<file path="src/rtl/exsort_pkg.sv">
package exsort_pkg;

  typedef enum logic [2:0] {
    ST_IDLE,
    ST_RDA,
    ST_LDA,
    ST_RDB,
    ST_CMP,
    ST_WRI,
    ST_WRJ,
    ST_DONE
  } st_e;

  typedef enum logic [1:0] {
    AS_EXT,
    AS_I,
    AS_J
  } asel_e;

  typedef enum logic [1:0] {
    WS_EXT,
    WS_B,
    WS_A
  } wsel_e;

  typedef struct packed {
    logic  mem_we;
    logic  mem_re;
    asel_e asel;
    wsel_e wsel;
    logic  i_clr;
    logic  i_inc;
    logic  j_load;
    logic  j_inc;
    logic  a_from_q;
    logic  a_from_b;
    logic  b_load;
  } ctl_t;

endpackage

</file>
<file path="src/rtl/exsort_ram.sv">
module exsort_ram #(
  parameter int DATA_W = 8,
  parameter int ADDR_W = 4
) (
  input  logic              clk,
  input  logic              we,
  input  logic              re,
  input  logic [ADDR_W-1:0] addr,
  input  logic [DATA_W-1:0] wdata,
  output logic [DATA_W-1:0] rdata
);
  localparam int DEPTH = 1 << ADDR_W;

  logic [DATA_W-1:0] mem [DEPTH];

  // single port, synchronous read with enable: maps onto a block RAM
  always_ff @(posedge clk) begin
    if (we) mem[addr] <= wdata;
    if (re) rdata <= mem[addr];
  end
endmodule

</file>
<file path="src/rtl/exsort_datapath.sv">
module exsort_datapath
  import exsort_pkg::*;
#(
  parameter int DATA_W = 8,
  parameter int ADDR_W = 4
) (
  input  logic              clk,
  input  logic              rst,
  input  ctl_t              ctl,
  input  logic [ADDR_W-1:0] ext_addr,
  input  logic [DATA_W-1:0] ext_din,
  output logic [DATA_W-1:0] rdata,
  output logic              gt,
  output logic              i_last,
  output logic              j_last,
  output logic [ADDR_W-1:0] i_idx,
  output logic [ADDR_W-1:0] j_idx
);
  localparam int DEPTH = 1 << ADDR_W;
  localparam logic [ADDR_W-1:0] I_END = ADDR_W'(DEPTH - 2);
  localparam logic [ADDR_W-1:0] J_END = ADDR_W'(DEPTH - 1);
  localparam logic [ADDR_W-1:0] ONE   = ADDR_W'(1);

  logic [ADDR_W-1:0] i_q, j_q, mem_addr;
  logic [DATA_W-1:0] a_q, b_q, mem_wdata;

  // index counters and working registers
  always_ff @(posedge clk) begin
    if (rst) begin
      i_q <= '0;
      j_q <= '0;
      a_q <= '0;
      b_q <= '0;
    end else begin
      if (ctl.i_clr)      i_q <= '0;
      else if (ctl.i_inc) i_q <= i_q + ONE;
      if (ctl.j_load)     j_q <= i_q + ONE;
      else if (ctl.j_inc) j_q <= j_q + ONE;
      if (ctl.a_from_q)      a_q <= rdata;
      else if (ctl.a_from_b) a_q <= b_q;
      if (ctl.b_load) b_q <= rdata;
    end
  end

  always_comb begin
    case (ctl.asel)
      AS_I:    mem_addr = i_q;
      AS_J:    mem_addr = j_q;
      default: mem_addr = ext_addr;
    endcase
    case (ctl.wsel)
      WS_B:    mem_wdata = b_q;
      WS_A:    mem_wdata = a_q;
      default: mem_wdata = ext_din;
    endcase
  end

  exsort_ram #(
    .DATA_W(DATA_W),
    .ADDR_W(ADDR_W)
  ) u_ram (
    .clk  (clk),
    .we   (ctl.mem_we),
    .re   (ctl.mem_re),
    .addr (mem_addr),
    .wdata(mem_wdata),
    .rdata(rdata)
  );

  // held value against the word just read from the inner slot
  assign gt     = a_q > rdata;
  assign i_last = (i_q == I_END);
  assign j_last = (j_q == J_END);
  assign i_idx  = i_q;
  assign j_idx  = j_q;
endmodule

</file>
<file path="src/rtl/exsort_ctrl.sv">
module exsort_ctrl
  import exsort_pkg::*;
(
  input  logic clk,
  input  logic rst,
  input  logic mode,
  input  logic start,
  input  logic wr_en,
  input  logic rd_en,
  input  logic gt,
  input  logic i_last,
  input  logic j_last,
  output ctl_t ctl,
  output st_e  state,
  output logic done
);
  st_e state_q, state_d;
  logic done_q;

  always_comb begin
    ctl      = '0;
    ctl.asel = AS_EXT;
    ctl.wsel = WS_EXT;
    state_d  = state_q;

    case (state_q)
      ST_IDLE: begin
        if (!mode) begin
          ctl.mem_we = wr_en;
          ctl.mem_re = rd_en;
        end else if (start) begin
          ctl.i_clr = 1'b1;
          state_d   = ST_RDA;
        end
      end
      ST_RDA: begin
        ctl.asel   = AS_I;
        ctl.mem_re = 1'b1;
        ctl.j_load = 1'b1;
        state_d    = ST_LDA;
      end
      ST_LDA: begin
        ctl.asel     = AS_J;
        ctl.mem_re   = 1'b1;
        ctl.a_from_q = 1'b1;
        state_d      = ST_CMP;
      end
      ST_RDB: begin
        ctl.asel   = AS_J;
        ctl.mem_re = 1'b1;
        state_d    = ST_CMP;
      end
      ST_CMP: begin
        ctl.b_load = 1'b1;
        if (gt) begin
          state_d = ST_WRI;
        end else if (!j_last) begin
          ctl.j_inc = 1'b1;
          state_d   = ST_RDB;
        end else if (!i_last) begin
          ctl.i_inc = 1'b1;
          state_d   = ST_RDA;
        end else begin
          state_d = ST_DONE;
        end
      end
      ST_WRI: begin
        ctl.asel   = AS_I;
        ctl.wsel   = WS_B;
        ctl.mem_we = 1'b1;
        state_d    = ST_WRJ;
      end
      ST_WRJ: begin
        ctl.asel     = AS_J;
        ctl.wsel     = WS_A;
        ctl.mem_we   = 1'b1;
        ctl.a_from_b = 1'b1;
        if (!j_last) begin
          ctl.j_inc = 1'b1;
          state_d   = ST_RDB;
        end else if (!i_last) begin
          ctl.i_inc = 1'b1;
          state_d   = ST_RDA;
        end else begin
          state_d = ST_DONE;
        end
      end
      ST_DONE: begin
        if (!start) state_d = ST_IDLE;
      end
      default: state_d = ST_IDLE;
    endcase
  end

  always_ff @(posedge clk) begin
    if (rst) begin
      state_q <= ST_IDLE;
      done_q  <= 1'b0;
    end else begin
      state_q <= state_d;
      done_q  <= (state_d == ST_DONE);
    end
  end

  assign state = state_q;
  assign done  = done_q;
endmodule

</file>
<file path="src/rtl/exchange_sorter.sv">
module exchange_sorter
  import exsort_pkg::*;
#(
  parameter int DATA_W = 8,
  parameter int ADDR_W = 4
) (
  input  logic              clk,
  input  logic              rst,
  input  logic              mode,
  input  logic              start,
  input  logic              wr_en,
  input  logic              rd_en,
  input  logic [ADDR_W-1:0] addr,
  input  logic [DATA_W-1:0] din,
  output logic [DATA_W-1:0] dout,
  output logic              done
);
  ctl_t              ctl;
  st_e               state;
  logic              gt, i_last, j_last, ram_we;
  logic [ADDR_W-1:0] i_idx, j_idx;

  exsort_ctrl u_ctrl (
    .clk   (clk),
    .rst   (rst),
    .mode  (mode),
    .start (start),
    .wr_en (wr_en),
    .rd_en (rd_en),
    .gt    (gt),
    .i_last(i_last),
    .j_last(j_last),
    .ctl   (ctl),
    .state (state),
    .done  (done)
  );

  exsort_datapath #(
    .DATA_W(DATA_W),
    .ADDR_W(ADDR_W)
  ) u_dp (
    .clk     (clk),
    .rst     (rst),
    .ctl     (ctl),
    .ext_addr(addr),
    .ext_din (din),
    .rdata   (dout),
    .gt      (gt),
    .i_last  (i_last),
    .j_last  (j_last),
    .i_idx   (i_idx),
    .j_idx   (j_idx)
  );

  assign ram_we = ctl.mem_we;
endmodule

</file>
<file path="config.mk">
export PLATFORM = sky130hd
export DESIGN_NAME = exchange_sorter
export DESIGN_NICKNAME = d
export VERILOG_FILES = /design/src/rtl/exsort_pkg.sv /design/src/rtl/exsort_ram.sv /design/src/rtl/exsort_datapath.sv /design/src/rtl/exsort_ctrl.sv /design/src/rtl/exchange_sorter.sv
export SDC_FILE = /design/constraint.sdc
export NUM_CORES = 1
export LEC_CHECK = 0
export ABC_AREA = 1
export BUFFER_PORTS_ARGS = -buffer_cell sky130_fd_sc_hd__buf_2
export CAP_MARGIN = 40
export CORE_ASPECT_RATIO = 0.9
export CORE_MARGIN = 1
export CORE_UTILIZATION = 45
export CTS_CLUSTER_SIZE = 16
export DETAILED_ROUTE_END_ITERATION = 12
export PLACE_DENSITY = 0.64
export SLEW_MARGIN = 30
export SYNTH_ARGS = -nofsm -noshare
export SYNTH_HDL_FRONTEND = slang
export SYNTH_SLANG_ARGS = --single-unit
</file>
<file path="constraint.sdc">
create_clock -name clk -period 4.7 [get_ports clk]
set_input_delay 0.47 -clock clk [delete_from_list [all_inputs] [get_ports clk]]
set_output_delay 0.47 -clock clk [all_outputs]
set_load 0.03 [all_outputs]
</file>
==> metrics, run 1 <==
post-placement worst setup slack=1.26 ns; mapped cell area=between 0.007 and 0.008 sq mm; critical path startpoint category=flip-flop; hold_sp=rst; crit-path max cell delay=0.61 ns; grt total ovfl=0; Synth Instances=roughly 700; row cnt=43; H-tree depth=4; drt drc=0; core area=roughly 0.015 sq mm; Finished Cell Area=0.00807 sq mm; worst setup path class=flip-flop to flip-flop; Most used DFF post-synth=edfxtp_1; number of cells upsized or downsized after cts=0; post-synth net total=between 700 and 800; Die Area=0.0164 sq mm; family with the most delay on the worst path=simple AND/OR/NAND/NOR gates; # IOs=27; CTS buffer count=17; MaxCap Viol Count=0; first-pass GRT wire length=~26000 microns; die width=between 100 and 150 microns; Pre-antenna DRT Iters=5; ANT nets after route=0; total vias in the final route=between 5000 and 6000; worst skew pair latency=0.43 ns; worst reg2reg startpoint=u_ctrl.state[1]$_SDFF_PP0_; Unique masters post-synth=33; DP Wirelength=approximately 12000 microns; peak supply drop=between 0.0002 and 0.0003 V; WP data required=about 4.8 ns; worst setup margin=~1.2 ns; largest net degree at the start of global routing=34; Post-Route WL=~17000 microns; Tot Pwr=0.00362 W; Min-Delay Path Class=input pin to flip-flop; fin cells=953; relative slew slack=0.481; clock buffer depth=2; # clock sinks=164; Worst-path clk slew=around 0.070 ns; outcome=completed; I/O Buffers=26; Die Span Y=approximately 120 microns; Clock Tree Root=clkbuf_16; CP cell instances=inv_2 -> nor2_1 -> inv_1 -> nand2_1 -> ha_1 -> inv_2 -> or2_4 -> nand2_4 -> nand2_1 -> inv_2 -> nand2_1 -> nor2_1; WP data arrival=between 3 and 4 ns; antenna violations before repair=0; DP Cell Count=roughly 900; Worst Path Buf+Inv=4; worst r2r dst=u_dp.u_ram.mem[12][4]$_DFFE_PP_; final worst-path cycle share=0.734; PD cells=449 mW/mm^2; Worst R2R Setup Slack=about 1.2 ns; Final setup viols=0; hold buffer count at CTS=0; fraction of layout instances using a drive strength above 1=0.116; Post-DP Area=between 0.007 and 0.008 sq mm; Yosys reg bits=about 160; Post-synth EDFFs=around 140; clock skew=~0.0082 ns; crit end category=flip-flop; maximum clock frequency=roughly 290 MHz; wire per inst=between 15 and 20 microns; average size of a mapped cell=just over 10 sq um; Slowest-stage cell, CP=nor2_1; RSZ-0062 raised after global routing=no; Avg Vias per Cell=around 5.4; CP max FO=33; number of global-route vias before repair=between 4000 and 5000; gr usage total=0.223; Lkg Pwr=around 3.1 nW; worst-margin pin slew=roughly 0.78 ns; asr flop ratio synth=0; Post-CTS Setup Inserts=0; YS warnings=0; diodes inserted=0; count leader, synth=nand2_1; WHS Endpoint=u_dp.a_q[6]$_SDFFE_PP0P_; First DRT Iteration DRCs=432; area delta synth->final=13.0%; routability cong.=0.923; Seq/Total Area, Yosys=0.651; crit path time final=between 3 and 4 ns; top post-synthesis cells by count=nand2_1 (273), edfxtp_1 (136), nor2_1 (55), inv_1 (54), nand4_1 (33); Pins Over Slew Limit=0; synth top area cells=edfxtp_1 (57%), nand2_1 (14%), dfxtp_1 (7.9%); CTS tree=done; hold depth=2; Final #Nets=772; post-synth top area cell=edfxtp_1; Synth top area share=0.572; Initial Util=0.462; worst reg2reg path depth=12; final hold vios=0; final setup TNS=0 ns
-- cell usage in the layout (no fill, tap or decap), drive strengths merged --
master	Yosys	layout
dfxtp	28	28
edfxtp	136	136
bufinv	0	2
nor3	1	1
clkinv	0	2
o221ai	3	3
a31oi	12	12
o21a	1	1
inv	63	72
nand2	274	274
nand4	33	33
or2	1	1
nand3	12	12
clkinvlp	0	1
clkbuf	5	18
a21o	1	1
buf	15	36
a221oi	1	1
ha	16	16
nor2	63	63
o21ai	17	17
xnor2	2	2
a21oi	16	16
xor2	2	2
nand3b	1	1
-- per-stage QoR --
stage / hold slack [ns] / utilization
finish: 0.364 / 0.523
global route: 0.359 / 0.523
CTS: 0.342 / 0.523
detailed placement: 0.463 / 0.484
global placement: 0.461 / 0.484
floorplan: 0.437 / -
-- worst max-delay path by stage --
stage                                     from                         endpoint  slack (ns)  depth (start not counted)
floorplan           u_ctrl.state[1]$_SDFF_PP0_  u_dp.u_ram.mem[11][0]$_DFFE_PP_        2.04                         13
global placement    u_ctrl.state[1]$_SDFF_PP0_   u_dp.u_ram.mem[4][1]$_DFFE_PP_        1.41                         12
detailed placement  u_ctrl.state[1]$_SDFF_PP0_  u_dp.u_ram.mem[12][5]$_DFFE_PP_        1.26                         12
CTS                 u_ctrl.state[1]$_SDFF_PP0_  u_dp.u_ram.mem[12][4]$_DFFE_PP_        1.23                         12
global route        u_ctrl.state[1]$_SDFF_PP0_  u_dp.u_ram.mem[12][5]$_DFFE_PP_        0.97                         12
finish              u_ctrl.state[1]$_SDFF_PP0_  u_dp.u_ram.mem[12][4]$_DFFE_PP_        1.25                         12
-- state kept, by name, indices dropped and copies added (netlist names) --
register,flops
u_ctrl.done,1
u_ctrl.state,3
u_dp.a_q,8
u_dp.b_q,8
u_dp.i_idx,4
u_dp.j_idx,4
u_dp.u_ram.mem,128
u_dp.u_ram.rdata,8
-- layer usage --
metal / vias to the layer above / global-route usage / wire length (microns)
li1: 2426 / - / -
met1: 2455 / 0.300 / 7550
met2: 226 / 0.352 / 7810
met3: 38 / 0.0518 / 1260
met4: 0 / 0.0843 / 439
met5: - / 0 / 0
-- final cells by class --
type | count | area, sq um
inverter | 63 | 236
clock buffer | 18 | 429
sequential | 164 | 4640
multi-input combinational | 456 | 2140
fill | 1313 | 7370
clock inverter | 14 | 160
tap | 202 | 253
timing repair buffer | 36 | 205
-- power breakdown --
part | total, W | leakage, nW | internal, W | switching, W
Clock | 0.00139 | 0.288 | 0.000798 | 0.000589
Combinational | 0.000557 | 1.32 | 0.000155 | 0.000402
Sequential | 0.00167 | 1.46 | 0.00164 | 0.0000364
-- cell families after synthesis --
kind of cell | Yosys count | synth area share
fa+ha+maj | 16 | 0.0280
flops | 164 | 0.651
buf+inv | 83 | 0.0496
xor+xnor | 4 | 0.00491
compound gates | 51 | 0.0422
simple gates | 385 | 0.225
Note: power is estimated with default switching activity, not from simulation.
==> run 2, diff against run 1 <==
Settings changed: PLACE_DENSITY 0.64 to 0.66.
Clock period 4.7 ns to 3.1 ns, I/O delays scaled along.
==> run 2 against run 1 <==
Effect of this change:
- maximum frequency increased by 27%
- critical path depth increased by 4
- wire length decreased by 1.1%
- utilization increased by 1.0 points
- register-to-register slack got worse by 0.86 ns
- non-clock buffer count increased by 24
- sequential share of layout area decreased by 1.1 points
- clock power increased by 42%
- sequential cell count unchanged
- clock skew increased by 0.0020 ns
- sequential power increased by 52%
- critical path type unchanged
- largest power group unchanged
==> metrics, run 2 (synthesis results as in run 1) <==
diodes inserted=0; Die Span Y=~120 microns; Clock Tree Root=clkbuf_16; Avg Vias per Cell=5.28; Lkg Pwr=around 3.2 nW; core area=about 0.015 sq mm; clock buffer depth=2; grt total ovfl=0; Die Area=~0.016 sq mm; final hold vios=0; commonest non-fill, non-tap cells in the layout=nand2_1 (273), edfxtp_1 (136), nor2_1 (55); Pint=0.00379 W; WP data arrival=3.01 ns; Biggest register=u_dp.u_ram.mem; Final Util=0.533; Final setup viols=0; final setup TNS=0 ns; row cnt=43; Final #Nets=796; worst setup margin=slightly below 0.4 ns; number of global-route vias before repair=approximately 5100; total vias in the final route=approximately 5200; Min-Delay Path Class=input pin to flip-flop; number of cells upsized or downsized after cts=0; largest net degree at the start of global routing=33; max reg flops=128; Post-CTS Setup Inserts=0; area delta synth->final=15.2%; Reg power frac=0.471; clock power share=0.368; relative slew slack=0.508; Post-Route WL=between 15000 and 20000 microns; outcome=completed; Worst-path clk slew=~0.070 ns; crit path time final=roughly 2.7 ns; # IOs=27; first-pass GRT wire length=around 27000 microns; gr usage total=0.225; ANT nets after route=0; critical path startpoint category=flip-flop; I/O Buffers=26; routability cong.=between 0.8 and 0.9; wire per inst=roughly 17 microns; worst skew pair latency=around 0.44 ns; CP max FO=23; DP Wirelength=11300 microns; antenna violations before repair=0; fin cells=977; CTS tree=done; First DRT Iteration DRCs=about 470; Comb power frac=0.161; Initial Util=0.462; Pre-antenna DRT Iters=7; # clock sinks=approximately 160; WP data required=3.40 ns; crit end category=flip-flop; hold buffer count at CTS=0; MaxCap Viol Count=0; peak supply drop=0.000441 V; worst setup path class=flip-flop to flip-flop; Pins Over Slew Limit=0; PD cells=roughly 660 mW/mm^2; die width=135 microns; worst reg2reg path depth=16; RSZ-0062 raised after global routing=no; CTS buffer count=17; DP Cell Count=945; H-tree depth=4; drt drc=0; clock skew=approximately 0.010 ns; final worst-path cycle share=0.874; fraction of layout instances using a drive strength above 1=0.145; most common cell after layout, fill and taps aside=nand2_1; maximum clock frequency=between 300 and 400 MHz; hold depth=2; Sw Ratio=0.296; post-placement worst setup slack=0.468 ns; P_sw=0.00160 W; worst-margin pin slew=approximately 0.73 ns
## run 2: path summary, 6_finish.rpt
| kind | slack [ns] | endpoint | startpoint |
|---|---|---|---|
| setup / recovery | 0.39 | u_dp.u_ram.rdata[2]$_DFFE_PP_ | u_ctrl.state[2]$_SDFF_PP0_ |
| hold / removal | 0.18 | u_dp.a_q[0]$_SDFFE_PP0P_ | rst |
| setup reg to reg | 0.39 | u_dp.u_ram.rdata[2]$_DFFE_PP_ | u_ctrl.state[2]$_SDFF_PP0_ |
| hold reg to reg | 0.48 | u_dp.b_q[4]$_SDFFE_PP0P_ | u_dp.b_q[4]$_SDFFE_PP0P_ |
## run 2: per-stage QoR
stage,power [W],cell area [sq um],hold slack [ns]
3_3_place_gp,0.00343,7670,0.457
5_1_grt,0.00560,8220,0.181
4_1_cts,0.00540,8220,0.176
2_1_floorplan,0.00317,7140,0.437
3_5_place_dp,0.00344,7680,0.469
6_report,0.00539,8220,0.184
## run 2: final cells by class
type	instances	area, sq um
clock inverters	13	115
repair buffers	60	398
inverters	63	236
well taps	202	253
multi-input cells	456	2140
flip-flops and latches	164	4640
fillers	1317	7220
clock buffers	19	433
## run 2: layer usage
metal	global-route usage	part of all wire	vias up	wire, microns
met4	0.0934	0.026	0	433
met1	0.295	0.44	2444	7450
met2	0.353	0.46	211	7690
met3	0.0597	0.077	34	1310
met5	0	0	-	0
li1	-	-	2466	-
## run 2: critical path, stage by stage, from the launching register on
cell and delay [ns]:
dfxtp_1 0.48, inv_2 0.11, nand2_1 0.10, nand2_1 0.08, ha_1 0.29, inv_2 0.08
or2_4 0.25, nand2_4 0.10, nand2_1 0.07, inv_2 0.17, buf_4 0.32, nand2_1 0.10
nand4_1 0.15, nand2_1 0.08, nand2_1 0.10, inv_1 0.05, nand2_1 0.06
## run 2: power by group through the flow
| stage | sequential [W] | clock, W | combinational (W) |
|---|---|---|---|
| 2_1_floorplan | 0.00262 | 0 | 0.000557 |
| 6_report | 0.00254 | 0.00198 | 0.000869 |
| 3_5_place_dp | 0.00258 | 0 | 0.000860 |
| 3_3_place_gp | 0.00258 | 0 | 0.000850 |
| 5_1_grt | 0.00254 | 0.00209 | 0.000969 |
| 4_1_cts | 0.00254 | 0.00200 | 0.000867 |
